===== src/rtl/vseq_pkg.sv =====
package vseq_pkg;
   typedef enum logic [1:0] {
      ST_IDLE = 2'd0,
      ST_WAIT = 2'd1,
      ST_RAMP = 2'd2,
      ST_SLEW = 2'd3
   } seq_state_e;
endpackage


===== src/rtl/vseq_tick.sv =====
module vseq_tick #(
   parameter int DIV = 100
) (
   input  logic clk,
   input  logic rst_n,
   input  logic clr,
   output logic tick
);
   localparam int CW = (DIV > 1) ? $clog2(DIV) : 1;

   if (DIV < 1) begin : g_bad_div
      $error("vseq_tick: DIV must be at least 1");
   end

   if (DIV == 1) begin : g_pass
      assign tick = ~clr;
   end else begin : g_count
      logic [CW-1:0] cnt;
      always_ff @(posedge clk or negedge rst_n) begin
         if (!rst_n)                     cnt <= '0;
         else if (clr)                   cnt <= '0;
         else if (cnt == CW'(DIV - 1))   cnt <= '0;
         else                            cnt <= cnt + 1'b1;
      end
      assign tick = ~clr && (cnt == CW'(DIV - 1));
   end
endmodule


===== src/rtl/vseq_vid_map.sv =====
module vseq_vid_map #(
   parameter int VID_W   = 7,
   parameter int REF_W   = 12,
   parameter int MAX_REF = 3000,
   parameter int LSB_REF = 25
) (
   input  logic [VID_W-1:0] code,
   output logic [REF_W-1:0] target
);
   if (MAX_REF >= (1 << REF_W)) begin : g_bad_max
      $error("vseq_vid_map: MAX_REF does not fit REF_W");
   end

   int drop;
   always_comb begin
      drop = int'(code) * LSB_REF;
      if (drop >= MAX_REF) target = '0;
      else                 target = REF_W'(MAX_REF - drop);
   end
endmodule


===== src/rtl/vseq_stepper.sv =====
module vseq_stepper #(
   parameter int REF_W = 12
) (
   input  logic             clk,
   input  logic             rst_n,
   input  logic             clr,
   input  logic             adv,
   input  logic [REF_W-1:0] step,
   input  logic [REF_W-1:0] target,
   output logic [REF_W-1:0] ref_o
);
   function automatic logic [REF_W-1:0] gap(input logic [REF_W-1:0] a, input logic [REF_W-1:0] b);
      return (a > b) ? a - b : b - a;
   endfunction

   always_ff @(posedge clk or negedge rst_n) begin
      if (!rst_n)   ref_o <= '0;
      else if (clr) ref_o <= '0;
      else if (adv) begin
         if (ref_o < target)
            ref_o <= (target - ref_o <= step) ? target : ref_o + step;
         else if (ref_o > target)
            ref_o <= (ref_o - target <= step) ? target : ref_o - step;
      end
   end

   // each move is bounded by the step and never passes the target
   assert_step_bound_R6: assert property (@(posedge clk) disable iff (!rst_n)
      !clr |=> gap(ref_o, $past(ref_o)) <= $past(step));
   assert_no_overshoot_R3: assert property (@(posedge clk) disable iff (!rst_n)
      (!clr && ref_o <= target) |=> ($past(target) != target) || ref_o <= target);
endmodule


===== src/rtl/vreg_startup_seq.sv =====
module vreg_startup_seq
   import vseq_pkg::*;
#(
   parameter int REF_W        = 12,
   parameter int VID_W        = 7,
   parameter int TICKS_PER_US = 100,
   parameter int START_DLY_US = 100,
   parameter int PG_DLY_US    = 7000,
   parameter int BOOT_REF     = 2400,
   parameter int VID_MAX_REF  = 3000,
   parameter int VID_LSB_REF  = 25,
   parameter int RAMP_STEP    = 4,
   parameter int SLEW_STEP    = 20,
   parameter int WIN_REF      = 240,
   parameter int WIN_CYCLES   = 13
) (
   input  logic             clk,
   input  logic             rst_n,
   input  logic             enable,
   input  logic             supply_ok,
   input  logic             pwm_strobe,
   input  logic [REF_W-1:0] vout_sense,
   input  logic [VID_W-1:0] vid_code,
   output logic [REF_W-1:0] vref_code,
   output logic             clk_en_n,
   output logic             pwr_good,
   output logic             force_2ph_ccm
);
   localparam int DW = $clog2(START_DLY_US + 1);
   localparam int PW = $clog2(PG_DLY_US + 1);
   localparam int QW = $clog2(WIN_CYCLES + 1);
   localparam logic [REF_W-1:0] WIN_LO = REF_W'(BOOT_REF - WIN_REF);
   localparam logic [REF_W-1:0] WIN_HI = REF_W'(BOOT_REF + WIN_REF);

   if (START_DLY_US < 1 || PG_DLY_US < 1 || WIN_CYCLES < 1) begin : g_bad_time
      $error("vreg_startup_seq: delays and window count must be at least 1");
   end
   if (WIN_REF > BOOT_REF || BOOT_REF + WIN_REF >= (1 << REF_W)) begin : g_bad_win
      $error("vreg_startup_seq: boot window does not fit REF_W");
   end
   if (RAMP_STEP < 1 || SLEW_STEP < 1) begin : g_bad_step
      $error("vreg_startup_seq: steps must be positive");
   end

   seq_state_e       state;
   logic             run, tick, in_win, pg_q;
   logic [DW-1:0]    dly_cnt;
   logic [PW-1:0]    pg_cnt;
   logic [QW-1:0]    qual_cnt;
   logic [REF_W-1:0] vid_tgt, step_sel, tgt_sel;

   assign run    = enable & supply_ok;
   assign in_win = (vout_sense >= WIN_LO) && (vout_sense <= WIN_HI);

   vseq_tick #(.DIV(TICKS_PER_US)) u_tick (
      .clk(clk), .rst_n(rst_n), .clr(!run || state == ST_IDLE), .tick(tick));

   vseq_vid_map #(.VID_W(VID_W), .REF_W(REF_W), .MAX_REF(VID_MAX_REF), .LSB_REF(VID_LSB_REF))
      u_vid (.code(vid_code), .target(vid_tgt));

   assign step_sel = (state == ST_SLEW) ? REF_W'(SLEW_STEP) : REF_W'(RAMP_STEP);
   assign tgt_sel  = (state == ST_SLEW) ? vid_tgt : REF_W'(BOOT_REF);

   vseq_stepper #(.REF_W(REF_W)) u_step (
      .clk(clk), .rst_n(rst_n),
      .clr(!run || state == ST_IDLE || state == ST_WAIT),
      .adv(tick && (state == ST_RAMP || state == ST_SLEW)),
      .step(step_sel), .target(tgt_sel), .ref_o(vref_code));

   always_ff @(posedge clk or negedge rst_n) begin
      if (!rst_n) begin
         state <= ST_IDLE; dly_cnt <= '0; qual_cnt <= '0; pg_cnt <= '0; pg_q <= 1'b0;
      end else if (!run) begin
         state <= ST_IDLE; dly_cnt <= '0; qual_cnt <= '0; pg_cnt <= '0; pg_q <= 1'b0;
      end else begin
         case (state)
            ST_IDLE: begin
               state   <= ST_WAIT;
               dly_cnt <= '0;
            end
            ST_WAIT: if (tick) begin
               if (dly_cnt == DW'(START_DLY_US - 1)) state <= ST_RAMP;
               else                                  dly_cnt <= dly_cnt + 1'b1;
            end
            ST_RAMP: if (pwm_strobe) begin
               if (!in_win) qual_cnt <= '0;
               else if (qual_cnt == QW'(WIN_CYCLES - 1)) begin
                  qual_cnt <= '0;
                  state    <= ST_SLEW;
               end else qual_cnt <= qual_cnt + 1'b1;
            end
            ST_SLEW: if (tick && !pg_q) begin
               if (pg_cnt == PW'(PG_DLY_US - 1)) pg_q   <= 1'b1;
               else                              pg_cnt <= pg_cnt + 1'b1;
            end
            default: state <= ST_IDLE;
         endcase
      end
   end

   assign clk_en_n      = (state != ST_SLEW);
   assign pwr_good      = pg_q;
   assign force_2ph_ccm = (state == ST_WAIT) || (state == ST_RAMP);

   assert_abort_idle_R1: assert property (@(posedge clk) disable iff (!rst_n)
      !run |=> (vref_code == '0) && clk_en_n && !pwr_good && !force_2ph_ccm);
   assert_force_excl_R4: assert property (@(posedge clk) disable iff (!rst_n)
      force_2ph_ccm |-> clk_en_n);
   assert_clken_on_strobe_R5: assert property (@(posedge clk) disable iff (!rst_n)
      $fell(clk_en_n) |-> $past(pwm_strobe) && $past(in_win));
   assert_pg_after_clken_R8: assert property (@(posedge clk) disable iff (!rst_n)
      pwr_good |-> !clk_en_n);
   assert_pg_sticky_R8: assert property (@(posedge clk) disable iff (!rst_n)
      (pwr_good && run) |=> pwr_good);
endmodule


===== config.mk =====
export PLATFORM = sky130hd
export DESIGN_NAME = vreg_startup_seq
export DESIGN_NICKNAME = d
export VERILOG_FILES = /design/src/rtl/vseq_pkg.sv /design/src/rtl/vseq_tick.sv /design/src/rtl/vseq_vid_map.sv /design/src/rtl/vseq_stepper.sv /design/src/rtl/vreg_startup_seq.sv
export SDC_FILE = /design/constraint.sdc
export NUM_CORES = 1
export LEC_CHECK = 0
export BUFFER_PORTS_ARGS = -buffer_cell sky130_fd_sc_hd__buf_2
export CORE_MARGIN = 5
export CORE_UTILIZATION = 55
export CTS_BUF_LIST = sky130_fd_sc_hd__clkbuf_2 sky130_fd_sc_hd__clkbuf_4 sky130_fd_sc_hd__clkbuf_8
export DETAILED_ROUTE_END_ITERATION = 12
export MAX_ROUTING_LAYER = met4
export PLACE_DENSITY = 0.71
export SLEW_MARGIN = 15
export SYNTH_ARGS = -nofsm -noshare
export SYNTH_HDL_FRONTEND = slang
export SYNTH_HIERARCHICAL = 1
export SYNTH_SLANG_ARGS = --single-unit
export TNS_END_PERCENT = 30

===== constraint.sdc =====
create_clock -name clk -period 5.25 [get_ports clk]
set_input_delay 1.05 -clock clk [delete_from_list [all_inputs] [get_ports clk]]
set_output_delay 1.05 -clock clk [all_outputs]
set_load 0.05 [all_outputs]

# After elaboration in Yosys (flattened, before gate mapping)
# Cells that the tools add are included.
[classes] n_addsub=9 n_mul=1 div=0 order_cmp=7 n_eq_ne=22 shifts=0 n_mux=35 bitwise=2 n_reduce_logical=19
[ops] op="12-bit two-way mux" count=8
[ops] op="13-bit two-way mux" count=4
[ops] op="7-bit two-way mux" count=5
[ops] op="32-bit by 13-bit greater-or-equal comparator with 1-bit output (second input constant)" count=1
[ops] op="12-bit by 5-bit less-or-equal comparator with 1-bit output" count=2
[ops] op="12-bit subtractor" count=2
[ops] op="4-bit two-way mux" count=5
[ops] op="7-bit by 1-bit adder with 7-bit output (second input constant)" count=2
[ops] op="7-bit == test (second input constant)" count=2
[ops] op="7-bit case mux with 2 select lines" count=1
[ops] op="13-bit by 1-bit adder with 13-bit output (second input constant)" count=1
[ops] op="13-bit == test (second input constant)" count=1
[ops] op="12-bit by 5-bit adder with 12-bit output" count=1
[ops] op="12-bit greater-or-equal comparator (second input constant)" count=1
[ops] op="12-bit greater-than comparator" count=1
[ops] op="12-bit less-or-equal comparator (second input constant)" count=1
[ops] op="12-bit < comparator" count=1
[ops] op="7-bit by 5-bit multiplier with 12-bit output (second input constant)" count=1
[ops] op="2-bit two-way mux" count=6
[ops] op="3-bit != test (second input constant)" count=4
[ops] op="12-bit subtractor (first input constant)" count=1
[ops] op="12-bit by 5-bit subtractor with 12-bit output" count=1
[ops] op="3-bit AND reduction" count=3
[ops] op="2-bit by 1-bit != test with 1-bit output (second input constant)" count=4
[ops] op="21 further kinds" count=36
[word_totals] reg_bits=46 latchBits=0 ramBits=0 rom_bits=0 input_bits=24 out_inout_bits=15 word_cells=102 memories=0

# Logic depth before layout (Yosys ltp)
# Gate-level depths: netlist of run 1.
[logic_depth] word_depth=11 depth_mapped=33 mapped_depth_nobuf=32

# Modules after synthesis
# The synthesis of run 1 kept the hierarchy.
[by_module_without_submodules] mod="vseq_stepper" n_inst=1 cells_each=461 area_per_inst_um2=3428.3
[by_module_without_submodules] mod="vreg_startup_seq" n_inst=1 cells_each=187 area_per_inst_um2=1701.6
[by_module_without_submodules] mod="vseq_vid_map" n_inst=1 cells_each=106 area_per_inst_um2=880.8
[by_module_without_submodules] mod="vseq_tick" n_inst=1 cells_each=31 area_per_inst_um2=320.3

# Worst setup path before layout of run 1
# Ideal clock, no wire load.
[synth_path] kind="input -> register" from="in vid_code[2]" to="reg u_step.ref_o[11]" setup_time_ps=126 t_arrival_ps=7590 required_ps=5124 path_slack_ps=-2466 cell_stages=30 path_buffers=1 cell_sequence="ha_1 > ha_1 > fa_1 > ha_1 > and3_1 > o21a_1 > or4_4 > o21ai_2 > a21boi_0 > and2_1 > inv_1 > ha_1 > nor2b_1 > o21ai_1 > a21boi_0 > o21ai_0 > a21boi_0 > o21a_1 > or4_1 > o211ai_1 > ha_1 > nand3_1 > nand2_1 > a21o_1 > o31a_1 > buf_6 > mux2_4 > o21a_1 > o2111a_1 > a221o_1"
[synth_between] elab_chain_cells=11
[synth_lines] item="from (decl)" line="vreg_startup_seq.sv:23" text="input logic [VID_W-1:0] vid_code,"
[synth_lines] item="7-bit by 5-bit multiplier with 12-bit output *" line="vseq_vid_map.sv:16" text="drop = int'(code) * LSB_REF;"
[synth_lines] item="32-bit by 13-bit greater-or-equal comparator with 1-bit output *" line="vseq_vid_map.sv:17" text="if (drop >= MAX_REF) target = '0;"
[synth_lines] item="12-bit two-way mux *" line="vseq_vid_map.sv:17"
[synth_lines] item="via vid_tgt[1]" line="vreg_startup_seq.sv:50" text="logic [REF_W-1:0] vid_tgt, step_sel, tgt_sel;"
[synth_lines] item="12-bit two-way mux *" line="vreg_startup_seq.sv:62" text="assign tgt_sel = (state == ST_SLEW) ? vid_tgt : REF_W'(BOOT_REF);"
[synth_lines] item="via tgt_sel[1]" line="vreg_startup_seq.sv:50"
[synth_lines] item="12-bit subtractor" line="vseq_stepper.sv:23" text="ref_o <= (ref_o - target <= step) ? target : ref_o - step;"
[synth_lines] item="12-bit by 5-bit less-or-equal comparator with 1-bit output" line="vseq_stepper.sv:23"
[synth_lines] item="12-bit two-way mux" line="vseq_stepper.sv:23"
[synth_lines] item="12-bit two-way mux" line="vseq_stepper.sv:22" text="else if (ref_o > target)"
[synth_lines] item="12-bit two-way mux" line="vseq_stepper.sv:20" text="if (ref_o < target)"
[synth_lines] item="12-bit two-way mux" line="vseq_stepper.sv:19" text="else if (adv) begin"
[synth_lines] item="12-bit two-way mux" line="vseq_stepper.sv:18" text="else if (clr) ref_o <= '0;"
[synth_lines] item="to (signal assigned)" line="vseq_stepper.sv:21" text="ref_o <= (target - ref_o <= step) ? target : ref_o + step;"
[synth_lines] item="to (signal assigned)" line="vseq_stepper.sv:23"
[synth_lines] item="to (decl)" line="vseq_stepper.sv:10" text="output logic [REF_W-1:0] ref_o"
# The timed path passes the listed nets; every way through them passes the cells marked *. The select of a mux whose other input is x is not followed.
# A chain may end at the register's enable or synchronous reset.

# Worst setup path after layout of run 1
# Ends and elaborated chain as after synthesis.

==> flow_summary.yaml, run 1 <==
global_routing:
  grt_max_degree: 47
  overflow: 0
  grt_pass1_wl_mm: 29.9
  antenna_found_initial: 0
  track_usage_pct: 27.6
  grt_pass1_vias: 6568
power_and_ir_drop:
  power_mw: 1.25
  leakagePower_nw: 3.87
  ir_drop_v: 0.000136
  p_per_area_nw_per_um2: 151
synthesis:
  yosys.area.top_type: "ha_1"
  ys_seq_area_share_pct: 18.2
  synth_top_area_share_pct: 20.9
  synthFlopType: "dfrtp_1"
  synth.most_common_cell: "ha_1"
  synth.avg_cell_area_um2: 8.07
  synthArstFlopShare_pct: 100
  ys_warn_count: 6
  synthTopCellsByArea: "ha_1 (21%), dfrtp_1 (18%), a21oi_1 (4.7%), nor2_1 (4.6%), inv_1 (4.4%)"
  syn-cell-area_um2: 6330
  synth-seq-cells: 46
  netlist_instances: 785
  ys_types: 83
  synth_common_cells: "ha_1 (106), nor2_1 (77), inv_1 (75), a21oi_1 (59), dfrtp_1 (46)"
  synth_edf_count: 0
layout:
  num-nets-final: 1111
  fin_area_um2: 8270
  regArea_um2: 1150
  final_util_pct: 72.7
  n_antenna_cell: 0
  multi_input_area_um2: 5220
  area_growth_pct: 30.6
  drive_above_1_share_pct: 26.8
  n_fill_cell: 891
worst_setup_path:
  r2r-start: "state[0]"
  cpPeakStageDelay_ps: 550
  path_common_cell: "buf_4"
  worstPathArrival_ps: 7440
  slowest_stage: "fa_1"
  rr_endpoint: "u_step/ref_o[11]"
  critPathLaunchType: "input port"
  critPathKind: "input port to flop"
  r2r_cells: 20
  end_kind: "flop"
  worstPathMaxFanout: 5
  worstPathRequired_ps: 5450
  rrSetupSlack_ps: 370
die:
  fp.coreArea_um2: 11400
  die_y_um: 117
  dieArea_um2: 13800
  rows: 39
  start_util_pct: 55.7
  die_x_um: 117
  io_pins: 39
job:
  drv_cap: 0
timing:
  finalCritPeriodShare_pct: 138
  rsz0062_at_grt: "true"
  setup-tns-final_ps: -22470
  fmax_ghz: 0.138
  worst_clock_skew_ps: 8.03
  max-slew-margin-rel_pct: 52.7
  layout_setup_ws_ps: -2000
  setup_viol: 12
  min_period_ps: 7250
  hold_viol_final: 0
  tightest_slew_ps: 708
  maxSlewViolCount: 0
drt:
  wirelength_mm: 17.8
  via_per_inst: 5.76
  initialDrtViolationCount: 394
  wl_per_cell_um: 15.9
  postRouteAntennaNets: 0
  vias: 6443
  drtPass1Iterations: 5
  drc: 0
run_status:
  violations: "negative setup slack"
  status: "finished with violations"
clock_tree:
  root_buffer: "clkbuf_8"
  cts_buffers: 5
  clk_pin_slew_ps: 90
  cts.sinks: 46
  cts_tree: "done"
  cts_max_level: 2
  hold_buffers: 0
  cts_buffer_depth: 2
  worstSkewPairLatency_ps: 310
placed_design:
  io_buffers: 38
  placedInstanceArea_um2: 7670
  gp_congestion: 0.971
  hpwl_mm: 14.1
min_path:
  holdPathStages: 1
  min_path_type: "flop to flop"
  hold_start: "u_tick/g_count.cnt[0]"
  min_to: "u_tick/g_count.cnt[0]"
-- registers in the layout, indices dropped and copies added (netlist names) --
signal	flops
dly_cnt	7
pg_cnt	13
pwr_good	1
qual_cnt	4
state	2
u_step/ref_o	12
u_tick/g_count.cnt	7
-- kinds of logic (layout without fill, tap and decap cells) --
logic type / after synthesis / in the layout / share of synthesized area, %
buf+inv: 96 / 265 / 6.19
mux: 12 / 12 / 2.00
flops: 46 / 46 / 18.2
compound gates: 204 / 204 / 21.7
xor+xnor: 55 / 55 / 7.61
other cells: 2 / 24 / 0.119
simple gates: 258 / 258 / 21.3
fa+ha+maj: 112 / 112 / 22.8
-- area by class of cell --
cell class	count	area share, %
multi-input combinational	665	63.2
tap	143	2.16
timing repair buffer	180	15.8
sequential	46	13.9
clock inverter	2	0.454
clock buffer	6	0.923
inverter	77	3.59
-- cell usage in the layout (no fill, tap or decap), types with 23 or more instances in the layout --
master,n
conb_1,24
buf_2,34
buf_4,137
xnor2_1,30
a21oi_1,53
ha_1,93
xor2_1,23
dfrtp_1,46
nor2_1,76
inv_1,71
nand2_1,39
-- where the power goes --
group,internal [mW],leakage (nW),switching (mW)
sequential,0.356,0.642,0.00226
combinational,0.314,3.18,0.301
clock,0.147,0.0548,0.129
-- routing by layer --
layer,vias up,global-route usage [%],share of wire [%]
li1,3155,-,-
met1,3083,31.4,41
met2,160,50.3,52
met3,45,2.67,3.7
met4,0,9.33,2.5
met5,-,-,0
-- worst max path at each step --
stage,startpoint,to,slack (ps),cells after the start
5_1_grt,vid_code[2],u_step/ref_o[11],-2160,32
4_1_cts,vid_code[2],u_step/ref_o[11],-1850,31
3_3_place_gp,vid_code[2],u_step/ref_o[6],-2640,33
2_1_floorplan,vid_code[3],u_step/ref_o[11],-1880,30
3_5_place_dp,vid_code[2],u_step/ref_o[6],-2660,32
6_report,vid_code[2],u_step/ref_o[11],-2000,36
-- stage by stage --
stage               cells  hold slack [ps]  worst slack (ps)
finish               1119              475             -2000
global route         1119              490             -2160
CTS                  1114              478             -1850
detailed placement   1084              466             -2660
global placement     1084              445             -2640
floorplan             807              433             -1880
-- worst max-delay path, delay by kind of cell --
family	cells	cell delay, ps
AOI/OAI and AO/OA	9	1660
adders and majority gates	6	1770
buffers and inverters	12	1130
muxes	1	300
and+or+nand+nor	8	1510
-- repair_timing --
item	4_1_cts	5_1_grt
endpoints found under the setup margin	12	12
setup buffers	23	5
cloned	0	0
resized for setup	60	6
pin swaps	33	8
Power figures use the tool's default switching activity.
==> run 2, diff against run 1 <==
--- a/config.mk
+++ b/config.mk
@@ -7,11 +7,12 @@
 export LEC_CHECK = 0
 export BUFFER_PORTS_ARGS = -buffer_cell sky130_fd_sc_hd__buf_2
 export CORE_MARGIN = 5
-export CORE_UTILIZATION = 55
+export CORE_UTILIZATION = 40
 export CTS_BUF_LIST = sky130_fd_sc_hd__clkbuf_2 sky130_fd_sc_hd__clkbuf_4 sky130_fd_sc_hd__clkbuf_8
+export CTS_CLUSTER_SIZE = 8
 export DETAILED_ROUTE_END_ITERATION = 12
 export MAX_ROUTING_LAYER = met4
-export PLACE_DENSITY = 0.71
+export PLACE_DENSITY = 0.54
 export SLEW_MARGIN = 15
 export SYNTH_ARGS = -nofsm -noshare
 export SYNTH_HDL_FRONTEND = slang
==> run 2 against run 1 <==
Against the previous run: the run still ends with negative setup slack left; largest power group unchanged; hold slack worse by 8.7 ps; setup slack improved by 210 ps; global-route usage down 6.1 points; clock skew is 5.0 ps higher; largest cell class unchanged; sequential power is essentially flat; non-clock buffer count increased by 29; critical path type unchanged; cell count increased by 9.1%; critical endpoint unchanged.
==> flow_summary.yaml, run 2 (synthesized netlist as in run 1, its figures left out) <==
die:
  fp.coreArea_um2: 15700
  io_pins: 39
  die_y_um: 136
  die_x_um: 136
  start_util_pct: 40.3
  rows: 46
  dieArea_um2: 18400
global_routing:
  antenna_found_initial: 0
  grt_max_degree: 47
  track_usage_pct: 21.5
  grt_pass1_wl_mm: 31.4
  overflow: 0
  grt_pass1_vias: 6711
worst_setup_path:
  cp-endpoint: "u_step/ref_o[11]"
  critPathKind: "input port to flop"
  crit_start: "vid_code[2]"
  critPathLaunchType: "input port"
  slowest_stage: "fa_1"
  end_kind: "flop"
  r2r_cells: 21
  r2r-start: "state[0]"
  rr_endpoint: "u_step/ref_o[11]"
  rrSetupSlack_ps: 530
  path_common_cell: "ha_4"
  cpPeakStageDelay_ps: 580
  worstPathArrival_ps: 7250
  worstPathMaxFanout: 4
  worstPathRequired_ps: 5470
timing:
  tightest_slew_ps: 795
  finalCritPeriodShare_pct: 134
  layout_setup_ws_ps: -1790
  setup_viol: 12
  rsz0062_at_grt: "true"
  hold_viol_final: 0
  max-slew-margin-rel_pct: 46.3
  fmax_ghz: 0.142
  worst_clock_skew_ps: 13.0
  maxSlewViolCount: 0
  min_period_ps: 7040
placed_design:
  dpl.cell_count: 1163
  io_buffers: 38
  gp_congestion: 0.923
  hpwl_mm: 14.8
layout:
  final_cell_mix: "buf_4 (160), ha_1 (91), nor2_1 (75)"
  n_fill_cell: 1455
  layout_commonest_cell: "buf_4"
  top_register: "pg_cnt"
  area_growth_pct: 37.2
  multi_input_area_um2: 5310
  final_cells: 1221
  regArea_um2: 1150
  largest_reg_flops: 13
  num-nets-final: 1140
  drive_above_1_share_pct: 31.0
  n_antenna_cell: 0
  reg.largest.list: "pg_cnt (13), u_step/ref_o (12)"
  final_util_pct: 55.3
power_and_ir_drop:
  p_per_area_nw_per_um2: 140
  leakagePower_nw: 4.00
  power_mw: 1.22
  ir_drop_v: 0.000188
drt:
  wirelength_mm: 18.7
  postRouteAntennaNets: 0
  wl_per_cell_um: 15.3
  initialDrtViolationCount: 215
  drc: 0
  drtPass1Iterations: 5
  via_per_inst: 5.26
  vias: 6426
clock_tree:
  cts.sinks: 46
  root_buffer: "clkbuf_8"
  worstSkewPairLatency_ps: 320
  cts_tree: "done"
  cts_buffers: 5
  clk_pin_slew_ps: 100
  hold_buffers: 0
  cts_max_level: 2
  cts_buffer_depth: 2
run_status:
  status: "finished with violations"
  violations: "negative setup slack"
job:
  drv_cap: 0
min_path:
  min_path_type: "flop to flop"
==> run 2: cell types whose count changed in the layout (fill, tap and decap cells not counted), moves of 3 or more <==
cell      before  now
a211oi_1       9    6
a211oi_2       2    6
a21oi_1       53   49
a21oi_2        7   10
and2_1         6    2
and2_4         3    7
buf_4        137  160
buf_6          8   12
ha_4          11   14
inv_1         71   67
inv_6          0    3
o21ai_1        6    9
==> run 2: layer usage <==
metal	track usage (%)	vias up	share of wire [%]
met1	25.0	3053	44
met4	7.39	0	3.0
met3	2.26	45	2.9
li1	-	3203	-
met5	-	-	0
met2	38.6	125	50
==> run 2: power breakdown <==
group          internal [mW]  total, mW  switching [mW]
Clock                 0.0954      0.234           0.138
Sequential             0.356      0.358         0.00214
Combinational          0.318      0.624           0.306
Total                  0.769       1.22           0.447
==> run 2: cell type report <==
type,instances,share of cell area [%]
Multi-Input combinational cell,665,61.1
Clock inverter,3,0.274
Sequential cell,46,13.3
Tap cell,216,3.11
Inverter,77,3.56
Clock buffer,5,0.792
Timing Repair Buffer,209,17.9
==> run 2: worst min-delay path by stage <==
stage / start / end / slack (ps) / cells past startpoint
floorplan: u_tick/g_count.cnt[0] / u_tick/g_count.cnt[0] / 430 / 1
global placement: u_tick/g_count.cnt[0] / u_tick/g_count.cnt[0] / 450 / 1
detailed placement: u_tick/g_count.cnt[0] / u_tick/g_count.cnt[0] / 460 / 1
CTS: u_tick/g_count.cnt[0] / u_tick/g_count.cnt[0] / 470 / 1
global route: u_tick/g_count.cnt[0] / u_tick/g_count.cnt[0] / 480 / 1
finish: u_tick/g_count.cnt[0] / u_tick/g_count.cnt[0] / 470 / 1
==> run 2: through the flow <==
step           instance area, um^2  hold slack [ps]  TNS (ps)  setup WS, ps
2_1_floorplan                 6540              433    -19030         -1880
3_3_place_gp                  7800              447    -29860         -2610
3_5_place_dp                  7800              461    -30090         -2620
4_1_cts                       8540              474    -19920         -1760
5_1_grt                       8690              480    -22740         -1980
6_report                      8690              466    -20150         -1790
==> run 2: repair_timing <==
item	4_1_cts	5_1_grt
buffers inserted	48	3
gates resized for setup	78	29
pin swaps	30	24
gates cloned	0	0
setup endpoints to repair	12	12
==> run 2: critical path, delay by kind of cell <==
| family | cells | cell delay [ps] |
|---|---|---|
| adders and majority gates | 7 | 1870 |
| and+or+nand+nor | 6 | 1510 |
| AOI/OAI and AO/OA | 14 | 2180 |
| muxes | 1 | 280 |
| buffers and inverters | 4 | 350 |
==> run 3, diff against run 2 <==
--- a/config.mk
+++ b/config.mk
@@ -13,6 +13,7 @@
 export DETAILED_ROUTE_END_ITERATION = 12
 export MAX_ROUTING_LAYER = met4
 export PLACE_DENSITY = 0.54
+export SKIP_LAST_GASP = 1
 export SLEW_MARGIN = 15
 export SYNTH_ARGS = -nofsm -noshare
 export SYNTH_HDL_FRONTEND = slang
==> run 3 against run 2 <==
Against the previous run: the flow still finishes with violations (negative setup slack); fmax decreased by 0.23%; hold slack about the same; largest cell class unchanged; critical path depth decreased by 1; cell count about the same; clock skew decreased by 1.1 ps; die area unchanged; largest power group unchanged; critical path type unchanged.
==> flow_summary.yaml, run 3 (synthesized netlist as in run 1, its figures left out) <==
worst_setup_path:
  r2r-start: "state[0]"
  critPathLaunchType: "input port"
  worstPathArrival_ps: 7270
  cp-endpoint: "u_step/ref_o[11]"
  rrSetupSlack_ps: 560
  worstPathMaxFanout: 4
  worstPathRequired_ps: 5470
  crit_start: "vid_code[2]"
  cpPeakStageDelay_ps: 580
  end_kind: "flop"
  rr_endpoint: "u_step/ref_o[11]"
  r2r_cells: 21
  critPathKind: "input port to flop"
  slowest_stage: "fa_1"
global_routing:
  grt_pass1_wl_mm: 31.4
  grt_max_degree: 47
  grt_pass1_vias: 6678
  antenna_found_initial: 0
  overflow: 0
  track_usage_pct: 21.5
layout:
  drive_above_1_share_pct: 29.8
  n_antenna_cell: 0
  final_cell_mix: "buf_4 (163), ha_1 (92), nor2_1 (75)"
  area_growth_pct: 35.4
  layout_commonest_cell: "buf_4"
  top_register: "pg_cnt"
  final_util_pct: 54.6
  num-nets-final: 1139
  largest_reg_flops: 13
  reg.largest.list: "pg_cnt (13), u_step/ref_o (12)"
  fin_area_um2: 8570
die:
  die_y_um: 136
  fp.coreArea_um2: 15700
  die_x_um: 136
  start_util_pct: 40.3
  dieArea_um2: 18400
  rows: 46
  io_pins: 39
clock_tree:
  cts_buffer_depth: 2
  cts_tree: "done"
  cts_max_level: 2
  clk_pin_slew_ps: 100
  cts_buffers: 5
  cts.sinks: 46
  worstSkewPairLatency_ps: 320
  hold_buffers: 0
  root_buffer: "clkbuf_8"
timing:
  hold_viol_final: 0
  min_period_ps: 7060
  maxSlewViolCount: 0
  worst_clock_skew_ps: 11.9
  fmax_ghz: 0.142
  rsz0062_at_grt: "true"
  finalCritPeriodShare_pct: 134
  setup_viol: 12
  layout_setup_ws_ps: -1810
  tightest_slew_ps: 796
  max-slew-margin-rel_pct: 46.2
drt:
  vias: 6423
  drc: 0
  initialDrtViolationCount: 242
  wl_per_cell_um: 15.3
  postRouteAntennaNets: 0
  drtPass1Iterations: 7
  wirelength_mm: 18.7
  via_per_inst: 5.26
placed_design:
  hpwl_mm: 14.8
  gp_congestion: 0.923
  placedInstanceArea_um2: 7800
  io_buffers: 38
power_and_ir_drop:
  p_per_area_nw_per_um2: 140
  ir_drop_v: 0.000188
  leakagePower_nw: 3.98
min_path:
  min_path_type: "flop to flop"
  hold_start: "u_tick/g_count.cnt[0]"
  holdPathStages: 1
run_status:
  violations: "negative setup slack"
  status: "finished with violations"
job:
  drv_cap: 0
[run 3: power by group]
group          leakage (nW)  switching [mW]  internal [mW]
Combinational          3.29           0.301          0.310
Clock                0.0408           0.138         0.0954
Sequential            0.642         0.00216          0.356
[run 3: metal layers]
layer  share of wire, %  vias up  GRT usage (%)
li1                   -     3205              -
met4                3.0        0           7.33
met5                  0        -              -
met3                3.2       45           2.22
met2                 50      124           38.4
met1                 43     3049           25.1
[run 3: repair_timing]
action	in CTS	in global routing
pin swaps	27	20
endpoints found under the setup margin	12	12
resized for setup	67	16
buffers inserted	48	2
[run 3: final cells by class]
type,instances,area [um^2]
clock buffer,5,68.8
inverter,77,302
timing repair buffer,208,1520
fill,1478,7140
multi-input combinational,665,5240
tap,216,270
sequential,46,1150
clock inverter,3,23.8
[run 3: per-stage QoR]
step	setup TNS, ps	total power [mW]	hold WS [ps]	cells	setup WS, ps
2_1_floorplan	-19030	0.706	433	807	-1880
3_3_place_gp	-29860	0.904	447	1163	-2610
3_5_place_dp	-30090	0.916	461	1163	-2620
4_1_cts	-20330	1.20	474	1219	-1760
5_1_grt	-23730	1.30	480	1220	-2030
6_report	-20810	1.20	466	1220	-1810
[run 3: worst min-delay path by stage]
stage and to:
2_1_floorplan u_tick/g_count.cnt[0], 5_1_grt u_tick/g_count.cnt[0], 3_3_place_gp u_tick/g_count.cnt[0], 3_5_place_dp u_tick/g_count.cnt[0], 4_1_cts u_tick/g_count.cnt[0], 6_report u_tick/g_count.cnt[0]
[run 3: worst max-delay path: cells and delay by family]
kind	cells	cell delay, ps
buf+inv	4	450
mux	1	280
fa+ha+maj	6	1930
simple gates	5	1120
xor+xnor	2	320
compound gates	13	2110
